===== config.mk =====
export PLATFORM = sky130hd
export DESIGN_NAME = failover_seq
export DESIGN_NICKNAME = d
export VERILOG_FILES = /design/src/rtl/failover_pkg.sv /design/src/rtl/fo_sticky.sv /design/src/rtl/fo_wait_timer.sv /design/src/rtl/failover_seq.sv
export SDC_FILE = /design/constraint.sdc
export NUM_CORES = 1
export LEC_CHECK = 0
export ABC_AREA = 1
export BUFFER_PORTS_ARGS = -buffer_cell sky130_fd_sc_hd__buf_2
export CAP_MARGIN = 20
export CORE_UTILIZATION = 25
export CTS_BUF_LIST = sky130_fd_sc_hd__clkbuf_8
export DETAILED_ROUTE_END_ITERATION = 12
export GPL_ROUTABILITY_DRIVEN = 1
export PLACE_DENSITY = 0.51
export SLEW_MARGIN = 20
export SYNTH_ARGS = -nofsm -noshare
export SYNTH_HDL_FRONTEND = slang
export SYNTH_SLANG_ARGS = --single-unit

===== constraint.sdc =====
create_clock -name clk -period 2 [get_ports clk]
set_clock_uncertainty 0.2 [all_clocks]
set_input_delay 0.4 -clock clk [delete_from_list [all_inputs] [get_ports clk]]
set_output_delay 0.4 -clock clk [all_outputs]
set_load 0.03 [all_outputs]

===== src/rtl/failover_pkg.sv =====
package failover_pkg;
    typedef enum logic [2:0] {
        ST_IDLE,
        ST_BACKUP_ON,
        ST_RECONFIG,
        ST_REINTEGRATE,
        ST_RESTORE
    } fo_state_e;
endpackage


===== src/rtl/fo_sticky.sv =====
module fo_sticky (
    input  logic clk,
    input  logic rst_n,
    input  logic set_i,
    output logic flag_o
);
    always_ff @(posedge clk) begin
        if (!rst_n)     flag_o <= 1'b0;
        else if (set_i) flag_o <= 1'b1;
    end


    flag_sticky_chk: assert property (@(posedge clk) disable iff (!rst_n)
        flag_o |=> flag_o);
endmodule


===== src/rtl/fo_wait_timer.sv =====
module fo_wait_timer #(
    parameter int LIMIT = 1024
) (
    input  logic clk,
    input  logic rst_n,
    input  logic clear_i,
    input  logic tick_i,
    output logic expired_o
);
    localparam int CW = $clog2(LIMIT + 1);
    localparam logic [CW-1:0] LIM = CW'(LIMIT);

    logic [CW-1:0] cnt_q;

    always_ff @(posedge clk) begin
        if (!rst_n || clear_i)             cnt_q <= '0;
        else if (tick_i && cnt_q != LIM)   cnt_q <= cnt_q + 1'b1;
    end

    assign expired_o = (cnt_q == LIM);


    timer_bound_chk: assert property (@(posedge clk) disable iff (!rst_n)
        cnt_q <= LIM);
endmodule


===== src/rtl/failover_seq.sv =====
module failover_seq
    import failover_pkg::*;
#(
    parameter int TIMEOUT_CYC = 1000
) (
    input  logic clk,
    input  logic rst_n,
    input  logic fault_trig,
    input  logic reconf_done,
    input  logic reconf_err,
    input  logic cc_integrated,
    input  logic reint_en,
    output logic backup_clk_en,
    output logic prim_isolate,
    output logic reconf_start,
    output logic cc_reset,
    output logic sel_backup,
    output logic reconf_fault,
    output logic reint_fail
);
    fo_state_e state_q, state_d;
    logic      entry_q;
    logic      err_set, tmo_expired, in_reint;

    // state register
    always_ff @(posedge clk) begin
        if (!rst_n) begin
            state_q <= ST_IDLE;
            entry_q <= 1'b0;
        end else begin
            state_q <= state_d;
            entry_q <= (state_d != state_q);
        end
    end

    // next state
    always_comb begin
        state_d = state_q;
        unique case (state_q)
            ST_IDLE:        if (fault_trig) state_d = ST_BACKUP_ON;
            ST_BACKUP_ON:   state_d = ST_RECONFIG;
            ST_RECONFIG:    if (!reconf_fault && !reconf_err && reconf_done)
                                state_d = reint_en ? ST_REINTEGRATE : ST_RESTORE;
            ST_REINTEGRATE: if (!entry_q && cc_integrated) state_d = ST_RESTORE;
            ST_RESTORE:     state_d = ST_IDLE;
            default:        state_d = ST_IDLE;
        endcase
    end

    // outputs
    always_comb begin
        backup_clk_en = 1'b0;
        prim_isolate  = 1'b0;
        sel_backup    = 1'b0;
        reconf_start  = 1'b0;
        cc_reset      = 1'b0;
        unique case (state_q)
            ST_IDLE: ;
            ST_BACKUP_ON: begin
                backup_clk_en = 1'b1;
                prim_isolate  = 1'b1;
                sel_backup    = 1'b1;
            end
            ST_RECONFIG: begin
                backup_clk_en = 1'b1;
                prim_isolate  = 1'b1;
                sel_backup    = 1'b1;
                reconf_start  = entry_q;
            end
            ST_REINTEGRATE: begin
                backup_clk_en = 1'b1;
                sel_backup    = 1'b1;
                cc_reset      = entry_q;
            end
            ST_RESTORE: backup_clk_en = 1'b1;
            default: ;
        endcase
    end

    assign err_set  = (state_q == ST_RECONFIG) && reconf_err;
    assign in_reint = (state_q == ST_REINTEGRATE);

    fo_sticky u_err_flag (
        .clk    (clk),
        .rst_n  (rst_n),
        .set_i  (err_set),
        .flag_o (reconf_fault)
    );

    fo_wait_timer #(.LIMIT(TIMEOUT_CYC)) u_timer (
        .clk       (clk),
        .rst_n     (rst_n),
        .clear_i   (!in_reint),
        .tick_i    (in_reint && !entry_q),
        .expired_o (tmo_expired)
    );

    fo_sticky u_tmo_flag (
        .clk    (clk),
        .rst_n  (rst_n),
        .set_i  (tmo_expired),
        .flag_o (reint_fail)
    );


    turnaround_chk: assert property (@(posedge clk) disable iff (!rst_n)
        (state_q == ST_IDLE && fault_trig) |=> (backup_clk_en && sel_backup && prim_isolate));

    start_after_backup_chk: assert property (@(posedge clk) disable iff (!rst_n)
        reconf_start |-> ($past(backup_clk_en) && !$past(reconf_start)));

    isolate_release_chk: assert property (@(posedge clk) disable iff (!rst_n)
        $fell(prim_isolate) |-> $past(reconf_done && !reconf_err && !reconf_fault));

    ctrl_reset_chk: assert property (@(posedge clk) disable iff (!rst_n)
        cc_reset |-> ($past(reconf_done) && $past(reint_en)));

    select_needs_clock_chk: assert property (@(posedge clk) disable iff (!rst_n)
        sel_backup |-> backup_clk_en);

    fault_holds_backup_chk: assert property (@(posedge clk) disable iff (!rst_n)
        reconf_fault |-> (sel_backup && prim_isolate));
endmodule


==> impl_metrics.toml <==
[sta]
worst_pin_slew_ns = 0.278
clock.fmax_ghz = 0.534
fin_crit_ns = 1.87
post-route-period-util = 0.936
relSlewSlack = 0.814
hold_viol = 0
setup-violations-final = 0
rsz0062_at_grt = "false"
tns_ns = 0
slew_violations = 0

[synthesis]
synthXorXnorAreaFrac = 0.0474
synthCells = 141
synth_top_area_frac = 0.346
syn-num-nets = 150
netlist_area_um2 = 925
synth_commonest_cells = "40 x nand2_1, 23 x inv_1, 16 x dfxtp_1"
synth_top_family_by_area = "simple AND/OR/NAND/NOR gates"
yosys.cell_types.count = 21
yosys-top-cells-area = "dfxtp_1 35%, nand2_1 16%, inv_1 9.3%"
synth_fa_ha_area_frac = 0.0271
synth_ff_type = "dfxtp_1"
yosys_warnings = 0
synth-compound-area-share = 0.129
synth_top_area_cell = "dfxtp_1"
ys_async_sr_fraction = 0
synth_mux_area_frac = 0
synth_most_common_cell = "nand2_1"
ys_ff_latch = 16
post_synth.cell_area_avg_um2 = 6.56
synth_seq_area_share = 0.346
yosys.area_share.simple = 0.341
synth_edf_count = 0

[drt]
drt-pass1-iter-count = 4
via_per_inst = 4.39
via_count = 900
ant_nets = 0
route.detailed.drc = 0
wire_per_inst_um = 9.70
finalWirelength_mm = 1.99
first_iter_violations = 33

[power]
irDropWorstVdd_v = 0.000295
p_leak_nw = 0.484
powerDensity_mw_per_mm2 = 645
finalPower_mw = 0.719

[run_status]
outcome = "finished, final reports clean"

[critical_path]
reg2reg_from = "u_timer.cnt_q[0]$_SDFFE_PP0P_"
cp_slowest_cell = "dfxtp_1"
crit_path_start_kind = "register"
reg2regPathDepth = 7
crit_path_end_kind = "output port"
slowest_delay_ns = 0.38
crit_top_cell = "inv_1"
critPathRequiredTime_ns = 1.40
crit_buf_inv = 3
arrival_ns = 1.27
r2r_slack_ns = 0.37
cp_top_family = "flip-flops"
r2r-end = "u_timer.cnt_q[6]$_SDFFE_PP0P_"
worstPathMaxFanout = 4
worstSetupStartpoint = "state_q[1]$_SDFF_PN0_"
crit_chain = "inv_1 > nor3_4 > inv_1 > nor2_1 > clkbuf_4"
setup.worst_path.class = "register to output port"

[cts]
clock-sinks = 16
cts-root-buf = "clkbuf_8"
numCtsBuffers = 3
cts_buffer_depth = 2
cts_tree = "built"
clkTransAtPathRegs_ns = 0.06
insertion_delay_ns = 0.25
h-tree-depth = 1

[final_layout]
syn2layout_area_growth_pct = 20.7
antennaDiodeCount = 0
utilization = 0.324
fin_cells = 205
stdcell_area_mm2 = 0.00112
finalNetCount = 169
drive_above_1_share = 0.157

[die]
fp.dieW_um = 62.8
initial_core_util = 0.269
dieArea_mm2 = 0.00395
io-pin-count = 14
die_h_um = 62.8
core_mm2 = 0.00344
num_rows = 21

[placement]
gp_congestion = 0.807
place_area_mm2 = 0.00104
hpwl_mm = 1.59
placed_cells = 200
numPortBuffers = 13

[hold_path]
min_path_cells = 2
hp-class = "primary input to register"
min_to = "u_tmo_flag.flag_o$_SDFFE_PN0N_"
min_from = "rst_n"

[global_route]
antenna_found_initial = 0
grt_pass1_wl_mm = 3.62
track_usage = 0.115
grt_overflow_total = 0
grt_pass1_vias = 852
grt_max_degree = 10

[flow_run]
drv_cap = 0
[logic make-up (layout without fill, tap and decap cells)]
family,count (synthesis),after routing
DFF,16,16
adders and majority gates,2,2
and+or+nand+nor,73,73
xor gates and xnor gates,5,5
AOI/OAI and AO/OA,20,20
buffers and inverters,25,43
[routing by layer]
layer	wire length, um	up-vias	track usage
li1	-	482	-
met3	86	2	0.0438
met4	21	0	0.0262
met2	986	16	0.202
met5	0	-	0
met1	893	400	0.131
[layout make-up]
type,count,area (um2)
Sequential cell,16,322
Tap cell,46,57.6
Multi-Input combinational cell,100,509
Inverter,24,90.1
Clock buffer,4,55.1
Fill cell,403,2330
Timing Repair Buffer,15,82.6
[flip-flops by register name (all words and copies together), names as in the netlist]
register,cells
u_timer.cnt_q,10
u_tmo_flag.flag_o,1
entry_q,1
state_q,3
u_err_flag.flag_o,1
[power breakdown]
group | switching, mW | internal (mW) | total (mW)
sequential | 0.00695 | 0.327 | 0.334
combinational | 0.0664 | 0.0340 | 0.100
clock | 0.110 | 0.175 | 0.285
[how the worst max path moves through the flow]
stage / end / slack [ns] / depth (start not counted)
2_1_floorplan: reconf_start / 0.30 / 4
3_3_place_gp: reconf_start / 0.34 / 5
3_5_place_dp: reconf_start / 0.34 / 5
4_1_cts: reconf_start / 0.04 / 5
5_1_grt: reconf_start / 0.03 / 5
6_report: reconf_start / 0.13 / 5
[worst register-to-register path: cells and delay by family (launching register included)]
kind / cells / cell delay [ns]
AO/OA/AOI/OAI: 2 / 0.43
adder cells (fa/ha/maj): 1 / 0.15
buffers and inverters: 2 / 0.28
flip-flops: 1 / 0.34
AND/OR/NAND/NOR: 2 / 0.17
[layout by cell type (no fill, tap or decap)]
| master | count |
|---|---|
| nand3_2 | 1 |
| o21ai_0 | 2 |
| nand4_1 | 5 |
| inv_2 | 1 |
| buf_2 | 12 |
| dfxtp_2 | 1 |
| o21ai_1 | 1 |
| nor3_1 | 1 |
| and3_1 | 1 |
| a31oi_1 | 2 |
| nor3_4 | 1 |
| o21a_1 | 1 |
| buf_4 | 2 |
| xor2_1 | 5 |
| nor2_2 | 1 |
| nand3_1 | 8 |
| nor2_1 | 15 |
| nand2_1 | 40 |
| inv_1 | 23 |
| clkbuf_8 | 4 |
| clkbuf_4 | 1 |
| a21oi_1 | 13 |
| dfxtp_1 | 15 |
| o21bai_4 | 1 |
| ha_1 | 2 |
[timing repair]
item,CTS,global route
gates resized for setup,0,3
hold buffers,0,0
buffers inserted,0,1
endpoints found under the setup margin,0,2
[through the flow]
stage / setup WS [ns] / hold WS, ns
finish: 0.128 / 0.165
global route: 0.0263 / 0.161
CTS: 0.0393 / 0.156
detailed placement: 0.339 / 0.252
global placement: 0.344 / 0.242
floorplan: 0.303 / 0.265
Note: power is estimated with default switching activity, not from simulation.
